**src/rtl/pw_pkg.sv**
```systemverilog
package pw_pkg;

    localparam int WORD_W  = 32;
    localparam int PAGE_W  = 20;
    localparam int BIT_P   = 0;
    localparam int BIT_RW  = 1;
    localparam int BIT_US  = 2;
    localparam int BIT_ACC = 5;
    localparam int BIT_DRT = 6;

    typedef enum logic [2:0] {
        ST_IDLE,
        ST_LOOK,
        ST_RD_DIR,
        ST_WB_DIR,
        ST_RD_TBL,
        ST_WB_TBL
    } walk_st_e;

    typedef struct packed {
        walk_st_e           st;
        logic [WORD_W-1:0]  lin;
        logic               wr;
        logic               wp;
        logic               pg;
        logic [1:0]         cpl;
        logic               v86;
        logic [WORD_W-1:0]  dir;
        logic [WORD_W-1:0]  tbl;
        logic               done;
        logic [WORD_W-1:0]  entry;
        logic [WORD_W-1:0]  phys;
        logic               fault;
        logic [2:0]         code;
        logic               hit;
    } walk_regs_t;

    // Table entry with its permission bits restricted by the directory entry
    function automatic logic [WORD_W-1:0] merge_perm(input logic [WORD_W-1:0] tbl_w,
                                                     input logic [WORD_W-1:0] dir_w);
        logic [WORD_W-1:0] r;
        r         = tbl_w;
        r[BIT_RW] = tbl_w[BIT_RW] & dir_w[BIT_RW];
        r[BIT_US] = tbl_w[BIT_US] & dir_w[BIT_US];
        return r;
    endfunction

endpackage

```
**src/rtl/pw_tlb.sv**
```systemverilog
module pw_tlb
    import pw_pkg::*;
#(
    parameter int DEPTH = 16
) (
    input  logic               clk,
    input  logic               rst_n,
    input  logic               flush_i,
    input  logic [PAGE_W-1:0]  look_page_i,
    output logic               hit_o,
    output logic [WORD_W-1:0]  hit_entry_o,
    input  logic               fill_i,
    input  logic [PAGE_W-1:0]  fill_page_i,
    input  logic [WORD_W-1:0]  fill_entry_i
);
    localparam int IDX_W = $clog2(DEPTH);
    localparam int TAG_W = PAGE_W - IDX_W;

    logic [DEPTH-1:0]  valid_d, valid_q;
    logic [TAG_W-1:0]  tag_q  [DEPTH];
    logic [WORD_W-1:0] data_q [DEPTH];

    logic [IDX_W-1:0]  look_idx, fill_idx;
    logic [TAG_W-1:0]  look_tag;

    assign look_idx = look_page_i[IDX_W-1:0];
    assign look_tag = look_page_i[PAGE_W-1:IDX_W];
    assign fill_idx = fill_page_i[IDX_W-1:0];

    always_comb begin
        valid_d = valid_q;
        if (fill_i)  valid_d[fill_idx] = 1'b1;
        if (flush_i) valid_d = '0;             // flush wins over a same-cycle fill
    end

    always_ff @(posedge clk or negedge rst_n) begin
        if (!rst_n) valid_q <= '0;
        else        valid_q <= valid_d;
    end

    always_ff @(posedge clk) begin
        if (fill_i) begin
            tag_q[fill_idx]  <= fill_page_i[PAGE_W-1:IDX_W];
            data_q[fill_idx] <= fill_entry_i;
        end
    end

    assign hit_entry_o = data_q[look_idx];
    assign hit_o       = valid_q[look_idx] && (tag_q[look_idx] == look_tag)
                         && (data_q[look_idx] != '1);

    // nothing survives a flush into the following cycle
    assert_flush_clears_R9: assert property (@(posedge clk) disable iff (!rst_n)
        $past(flush_i) |-> !hit_o);

endmodule

```
**src/rtl/pw_perm.sv**
```systemverilog
module pw_perm
    import pw_pkg::*;
(
    input  logic [2:0] low_bits_i,
    input  logic       write_i,
    input  logic       wprot_i,
    input  logic [1:0] cpl_i,
    input  logic       v86_i,
    output logic       fault_o,
    output logic [2:0] code_o
);
    logic [1:0] eff_priv;

    assign eff_priv = v86_i ? 2'd3 : cpl_i;

    always_comb begin
        fault_o = !low_bits_i[BIT_P]
                | (!low_bits_i[BIT_US] && (eff_priv != 2'd0))
                | (write_i && wprot_i && !low_bits_i[BIT_RW]);
        code_o  = low_bits_i;
    end

    // virtual-8086 accesses to a present supervisor page always fault
    assert_v86_user_R8: assert final (!(v86_i && low_bits_i[BIT_P]
        && !low_bits_i[BIT_US]) || fault_o);

endmodule

```
**src/rtl/page_walker.sv**
```systemverilog
module page_walker
    import pw_pkg::*;
#(
    parameter int TLB_DEPTH = 16
) (
    input  logic               clk,
    input  logic               rst_n,
    input  logic               req_valid_i,
    output logic               req_ready_o,
    input  logic [WORD_W-1:0]  req_lin_i,
    input  logic               req_write_i,
    input  logic [WORD_W-1:0]  cr3_i,
    input  logic               paging_en_i,
    input  logic               wprot_en_i,
    input  logic [1:0]         cpl_i,
    input  logic               v86_i,
    input  logic               flush_i,
    output logic               mem_req_valid_o,
    output logic               mem_req_write_o,
    output logic [WORD_W-1:0]  mem_req_addr_o,
    output logic [WORD_W-1:0]  mem_req_wdata_o,
    input  logic               mem_resp_valid_i,
    input  logic [WORD_W-1:0]  mem_resp_rdata_i,
    output logic               done_o,
    output logic [WORD_W-1:0]  entry_o,
    output logic [WORD_W-1:0]  phys_o,
    output logic               fault_o,
    output logic [2:0]         fault_code_o,
    output logic               hit_o
);
    walk_regs_t r_d, r_q;

    logic               tlb_hit;
    logic [WORD_W-1:0]  tlb_entry;
    logic               fin_go, fin_bypass, fin_hit, fin_fill;
    logic [WORD_W-1:0]  fin_entry;
    logic               perm_fault;
    logic [2:0]         perm_code;
    logic [WORD_W-1:0]  dirty_mask, acc_mask;
    logic [WORD_W-1:0]  dir_addr, tbl_addr;

    assign dirty_mask = r_q.wr ? (WORD_W'(1) << BIT_DRT) : '0;
    assign acc_mask   = WORD_W'(1) << BIT_ACC;
    assign dir_addr   = cr3_i + {20'd0, r_q.lin[31:22], 2'b00};
    assign tbl_addr   = {r_q.dir[31:12], 12'h000} + {20'd0, r_q.lin[21:12], 2'b00};

    pw_tlb #(.DEPTH(TLB_DEPTH)) u_tlb (
        .clk          (clk),
        .rst_n        (rst_n),
        .flush_i      (flush_i),
        .look_page_i  (r_q.lin[31:12]),
        .hit_o        (tlb_hit),
        .hit_entry_o  (tlb_entry),
        .fill_i       (fin_fill),
        .fill_page_i  (r_q.lin[31:12]),
        .fill_entry_i (fin_entry)
    );

    pw_perm u_perm (
        .low_bits_i (fin_entry[2:0]),
        .write_i    (r_q.wr),
        .wprot_i    (r_q.wp),
        .cpl_i      (r_q.cpl),
        .v86_i      (r_q.v86),
        .fault_o    (perm_fault),
        .code_o     (perm_code)
    );

    // Memory port: one access per walk state, held until the response
    always_comb begin
        mem_req_valid_o = 1'b0;
        mem_req_write_o = 1'b0;
        mem_req_addr_o  = dir_addr;
        mem_req_wdata_o = '0;
        unique case (r_q.st)
            ST_RD_DIR: mem_req_valid_o = 1'b1;
            ST_WB_DIR: begin
                mem_req_valid_o = 1'b1;
                mem_req_write_o = 1'b1;
                mem_req_wdata_o = r_q.dir | acc_mask;
            end
            ST_RD_TBL: begin
                mem_req_valid_o = 1'b1;
                mem_req_addr_o  = tbl_addr;
            end
            ST_WB_TBL: begin
                mem_req_valid_o = 1'b1;
                mem_req_write_o = 1'b1;
                mem_req_addr_o  = tbl_addr;
                mem_req_wdata_o = r_q.tbl;
            end
            default: ;
        endcase
    end

    // Which state ends the walk this cycle and with what entry
    always_comb begin
        fin_go     = 1'b0;
        fin_bypass = 1'b0;
        fin_hit    = 1'b0;
        fin_fill   = 1'b0;
        fin_entry  = '0;
        unique case (r_q.st)
            ST_LOOK: begin
                if (!r_q.pg) begin
                    fin_go     = 1'b1;
                    fin_bypass = 1'b1;
                end else if (tlb_hit) begin
                    fin_go    = 1'b1;
                    fin_hit   = 1'b1;
                    fin_entry = tlb_entry;
                end
            end
            ST_RD_DIR: begin
                if (mem_resp_valid_i && !mem_resp_rdata_i[BIT_P]) fin_go = 1'b1;
            end
            ST_RD_TBL: begin
                if (mem_resp_valid_i) begin
                    if (!mem_resp_rdata_i[BIT_P]) begin
                        fin_go = 1'b1;
                    end else if (mem_resp_rdata_i[BIT_ACC]) begin
                        fin_go    = 1'b1;
                        fin_fill  = 1'b1;
                        fin_entry = merge_perm(mem_resp_rdata_i | dirty_mask, r_q.dir);
                    end
                end
            end
            ST_WB_TBL: begin
                if (mem_resp_valid_i) begin
                    fin_go    = 1'b1;
                    fin_fill  = 1'b1;
                    fin_entry = merge_perm(r_q.tbl, r_q.dir);
                end
            end
            default: ;
        endcase
    end

    always_comb begin
        r_d      = r_q;
        r_d.done = 1'b0;
        unique case (r_q.st)
            ST_IDLE: begin
                if (req_valid_i) begin
                    r_d.lin = req_lin_i;
                    r_d.wr  = req_write_i;
                    r_d.wp  = wprot_en_i;
                    r_d.pg  = paging_en_i;
                    r_d.cpl = cpl_i;
                    r_d.v86 = v86_i;
                    r_d.st  = ST_LOOK;
                end
            end
            ST_LOOK:   r_d.st = ST_RD_DIR;
            ST_RD_DIR: begin
                if (mem_resp_valid_i) begin
                    r_d.dir = mem_resp_rdata_i;
                    r_d.st  = mem_resp_rdata_i[BIT_ACC] ? ST_RD_TBL : ST_WB_DIR;
                end
            end
            ST_WB_DIR: begin
                if (mem_resp_valid_i) r_d.st = ST_RD_TBL;
            end
            ST_RD_TBL: begin
                if (mem_resp_valid_i) begin
                    r_d.tbl = mem_resp_rdata_i | dirty_mask | acc_mask;
                    r_d.st  = ST_WB_TBL;
                end
            end
            default: ;
        endcase
        if (fin_go) begin
            r_d.st    = ST_IDLE;
            r_d.done  = 1'b1;
            r_d.entry = fin_entry;
            r_d.phys  = fin_bypass ? r_q.lin : {fin_entry[31:12], r_q.lin[11:0]};
            r_d.fault = perm_fault && !fin_bypass;
            r_d.code  = fin_bypass ? 3'd0 : perm_code;
            r_d.hit   = fin_hit;
        end
    end

    always_ff @(posedge clk or negedge rst_n) begin
        if (!rst_n) begin
            r_q    <= '0;
            r_q.st <= ST_IDLE;
        end else begin
            r_q <= r_d;
        end
    end

    assign req_ready_o  = (r_q.st == ST_IDLE);
    assign done_o       = r_q.done;
    assign entry_o      = r_q.entry;
    assign phys_o       = r_q.phys;
    assign fault_o      = r_q.fault && r_q.done;
    assign fault_code_o = r_q.code;
    assign hit_o        = r_q.hit;

    assert_done_pulse_R11: assert property (@(posedge clk) disable iff (!rst_n)
        done_o |=> !done_o);

    assert_idle_quiet_R11: assert property (@(posedge clk) disable iff (!rst_n)
        req_ready_o |-> !mem_req_valid_o);

    assert_wb_accessed_R3: assert property (@(posedge clk) disable iff (!rst_n)
        (mem_req_valid_o && mem_req_write_o) |-> mem_req_wdata_o[BIT_ACC]);

    assert_wp_result_R7: assert property (@(posedge clk) disable iff (!rst_n)
        (done_o && !fault_o && entry_o[BIT_P] && r_q.wr && r_q.wp) |-> entry_o[BIT_RW]);

    assert_user_result_R8: assert property (@(posedge clk) disable iff (!rst_n)
        (done_o && !fault_o && entry_o[BIT_P] && (r_q.v86 || r_q.cpl != 2'd0))
        |-> entry_o[BIT_US]);

    assert_bypass_phys_R10: assert property (@(posedge clk) disable iff (!rst_n)
        (done_o && !r_q.pg) |-> (phys_o == r_q.lin && !fault_o));

endmodule

```
**config.mk**
```make
export PLATFORM = sky130hd
export DESIGN_NAME = page_walker
export DESIGN_NICKNAME = d
export VERILOG_FILES = /design/src/rtl/pw_pkg.sv /design/src/rtl/pw_tlb.sv /design/src/rtl/pw_perm.sv /design/src/rtl/page_walker.sv
export SDC_FILE = /design/constraint.sdc
export NUM_CORES = 1
export LEC_CHECK = 0
export BUFFER_PORTS_ARGS = -buffer_cell sky130_fd_sc_hd__clkbuf_2
export CORE_MARGIN = 4
export CORE_UTILIZATION = 65
export DETAILED_ROUTE_END_ITERATION = 12
export PLACE_DENSITY = 0.85
export RECOVER_POWER = 100
export SLEW_MARGIN = 25
export SYNTH_ARGS = -nofsm -noshare
export SYNTH_HDL_FRONTEND = slang
export SYNTH_HIERARCHICAL = 1
export SYNTH_SLANG_ARGS = --single-unit
export TNS_END_PERCENT = 30
```
**constraint.sdc**
```tcl
create_clock -name clk -period 10 [get_ports clk]
set_input_delay 1 -clock clk [delete_from_list [all_inputs] [get_ports clk]]
set_output_delay 1 -clock clk [all_outputs]
set_load 0.01 [all_outputs]
```
==> impl_metrics.toml <==
[status]
run_status = "finished, violations left"
violations = "max-capacitance violations, max-slew violations"

[grt]
grt_max_degree = 150
track_usage_pct = 35.5
grt-ovfl-total = 0
grt_pass1_wl_mm = 164
grt_pass1_vias = 24000
antenna_found_initial = 3

[detailed_routing]
post_drt_wl_per_cell_um = 35.4
via_count = 23800
ant_nets = 0
drt_iter0_markers = 3777
routed_via_density = 7.36
wl_mm = 115
drc_errors = 0
drtPass1Iterations = 8

[critical_path]
reg2regPathDepth = 7
cp_max_fo = 39
worstReg2RegStart = "r_q[173]$_DFFE_PN0P_"
r2r_setup_slack_ns = 2.02
critPathKind = "flop to flop"
crit_arrival_ns = 8.14
worstPathRequired_ns = 10.16
regToRegEndpoint = "u_tlb/data_q[14][3]$_DFFE_PP_"
startpoint = "r_q[173]$_DFFE_PN0P_"
critPathLaunchType = "flop"
endpoint_kind = "flop"
endpoint = "u_tlb/data_q[14][3]$_DFFE_PP_"

[logic_synthesis]
synthCells = 2180
syn_area_mm2 = 0.0390
synth_enable_flop_cells = 768
syn_nets = 2298
yosys_warnings = 6
ys_seq_area_share_pct = 71.2
synth_cell_type_count = 65
synth-async-reset-ratio_pct = 19.8
avgSynthCellArea_um2 = 17.9
synth_top_flop_cell = "edfxtp_1"
synth_seq_cells = 958

[sta]
worst_slack_ns = 2.02
hold_viol_final = 0
slew_headroom_pct = -192
max_freq_ghz = 0.125
hold_slack_ns = 0.466
post-route-period-util_pct = 79.8
tightest_slew_ns = 4.38
maxSlewViolCount = 916
rsz0062_at_grt = "no"
skew_ns = 0.0270
period_minus_slack_ns = 7.98
fin_setup_tns_ns = 0
setup_viol = 0

[place]
place_area_mm2 = 0.0407
dp_worst_setup_slack_ns = 3.92
dp.cells = 3062
gp_congestion = 0.879
place_hpwl_mm = 64.2
port_buffers = 243

[die]
fp.dieW_um = 253
ioPinCount = 244
start_util_pct = 65.9
dieArea_mm2 = 0.0640
rows = 89
dieHeight_um = 253
core_area_mm2 = 0.0592

[power_and_ir_drop]
power_switching_mw = 4.49
p_seq_share_pct = 42.0
finalPower_mw = 13.0
vdd_drop_max_v = 0.000204
powerDensity_mw_per_mm2 = 299
p_leak_nw = 15.0
power_frac_clock_pct = 27.3
p_int_mw = 8.48
sw_frac_of_total_pct = 34.6
comb_power_share_pct = 30.7

[worst_hold_path]
worstHoldPathCells = 2
hp-class = "flop to flop"

[cts]
cts-htree-levels = 3
worstSkewPairLatency_ns = 0.65
postCtsSetupBuffers = 0
clock-sinks = 958
post_cts_resized = 0
clockBufferDepth = 3
cts_tree = "yes"
postCtsHoldBufs = 0
numCtsBuffers = 90
path_clk_slew_ns = 0.06
cts-root-buf = "clkbuf_16"

[finish]
post-route-util_pct = 73.3
stdcell_count = 3238
nNetsFinal = 2505
layout-drive-gt1-share_pct = 24.0
area_delta_synth_final_pct = 11.2
fin_area_mm2 = 0.0434

[job]
drv_cap = 28
[final cells by class]
| type | count | area (um2) |
|---|---|---|
| Sequential cell | 958 | 27800 |
| Clock buffer | 127 | 2550 |
| Clock inverter | 41 | 473 |
| Timing Repair Buffer | 305 | 1440 |
| Inverter | 11 | 41.3 |
| Tap cell | 773 | 967 |
| Multi-Input combinational cell | 1021 | 10100 |
| Antenna cell | 2 | 5.00 |
| Fill cell | 3307 | 15800 |
[placed cells by master, fill, tap and decap left out, types with 8 or more instances in the layout]
| cell | instances |
|---|---|
| buf_4 | 18 |
| nor3_1 | 11 |
| nand4_1 | 13 |
| clkinv_2 | 16 |
| nand2b_1 | 8 |
| nor2_1 | 86 |
| ha_1 | 10 |
| clkbuf_8 | 9 |
| edfxtp_1 | 768 |
| o21ai_0 | 26 |
| a21o_1 | 60 |
| mux4_2 | 190 |
| clkbuf_2 | 115 |
| mux2_1 | 8 |
| inv_1 | 11 |
| clkbuf_16 | 93 |
| a21oi_1 | 68 |
| bufinv_16 | 9 |
| xor2_1 | 15 |
| clkbuf_1 | 189 |
| a22oi_1 | 74 |
| mux2_2 | 103 |
| nand2_1 | 136 |
| dfrtp_1 | 186 |
| a22o_1 | 57 |
| xnor2_1 | 19 |
| mux2i_1 | 28 |
[synthesized netlist by cell type, types with 4 or more instances]
cell,instances,share of area [%]
edfxtp_1,768,59
dfrtp_1,190,12
mux4_2,190,11
nand2_1,136,1.3
mux2_2,109,3.1
nor2_1,89,0.86
buf_4,79,1.5
a22oi_1,74,1.4
a21oi_1,68,0.87
a21o_1,60,1.2
clkbuf_1,59,0.57
a22o_1,57,1.3
buf_2,39,0.50
mux2i_1,28,0.72
o21ai_0,26,0.33
xnor2_1,19,0.43
xor2_1,15,0.34
nand4_1,13,0.21
ha_1,10,0.32
inv_1,10,0.096
nor3_1,9,0.12
and2_1,8,0.13
nand2b_1,8,0.13
nor2b_1,8,0.13
buf_6,7,0.20
buf_1,6,0.058
nand3_1,6,0.077
o311ai_0,6,0.13
o31ai_1,6,0.12
a211oi_1,5,0.096
and3_1,5,0.080
o21a_1,5,0.096
a221oi_1,4,0.090
o211ai_1,4,0.077
o22ai_1,4,0.064
or2_2,4,0.064
[how the worst min path moves through the flow]
stage,from,endpoint,slack [ns]
after global routing,phys_o[4]$_DFFE_PN0N_,phys_o[4]$_DFFE_PN0N_,0.48
after CTS,rst_n,entry_o[24]$_DFFE_PN0N_,0.34
after detailed placement,phys_o[4]$_DFFE_PN0N_,phys_o[4]$_DFFE_PN0N_,0.45
final,phys_o[4]$_DFFE_PN0N_,phys_o[4]$_DFFE_PN0N_,0.47
after floorplan,phys_o[0]$_DFFE_PN0N_,phys_o[0]$_DFFE_PN0N_,0.44
after global placement,phys_o[1]$_DFFE_PN0N_,phys_o[1]$_DFFE_PN0N_,0.45
[routing by layer]
metal  GRT usage, %  routed length (um)
met5          0.677                   7
met4           16.7                7030
met3           9.72               16500
met2           54.9               53900
met1           47.9               37200
[logic make-up (layout without fill, tap and decap cells)]
family,Yosys count,in the layout,synth area share [%]
compound gates,341,341,6.25
xor+xnor,34,34,0.763
fa+ha+maj,11,11,0.372
buf+inv,201,484,2.95
flops,958,958,71.2
mux,329,329,14.9
other cells,0,2,0
simple gates,306,306,3.53
[sequential cells by signal, indices dropped and copies added, names as in the netlist]
| name | flops |
|---|---|
| u_tlb/data_q | 512 |
| r_q | 105 |
| done_o | 1 |
| phys_o | 32 |
| fault_code_o | 3 |
| entry_o | 32 |
| u_tlb/valid_q | 16 |
| u_tlb/tag_q | 256 |
| hit_o | 1 |
[power groups by stage]
stage / Sequential [mW] / Clock [mW] / Combinational (mW)
floorplan: 5.23 / 0 / 2.75
global placement: 5.49 / 0 / 3.67
detailed placement: 5.49 / 0 / 3.84
CTS: 5.42 / 3.53 / 3.93
global route: 5.47 / 3.72 / 4.15
finish: 5.45 / 3.54 / 3.98
[worst max-delay path, stage by stage (launching register included)]
cell	delay, ns
dfrtp_1	0.55
nand2b_1	0.32
nor2_1	1.30
clkbuf_1	1.04
or2_2	0.32
nand3b_1	0.20
nor2_1	1.00
clkbuf_1	2.68
Note: power is estimated with default switching activity, not from simulation.
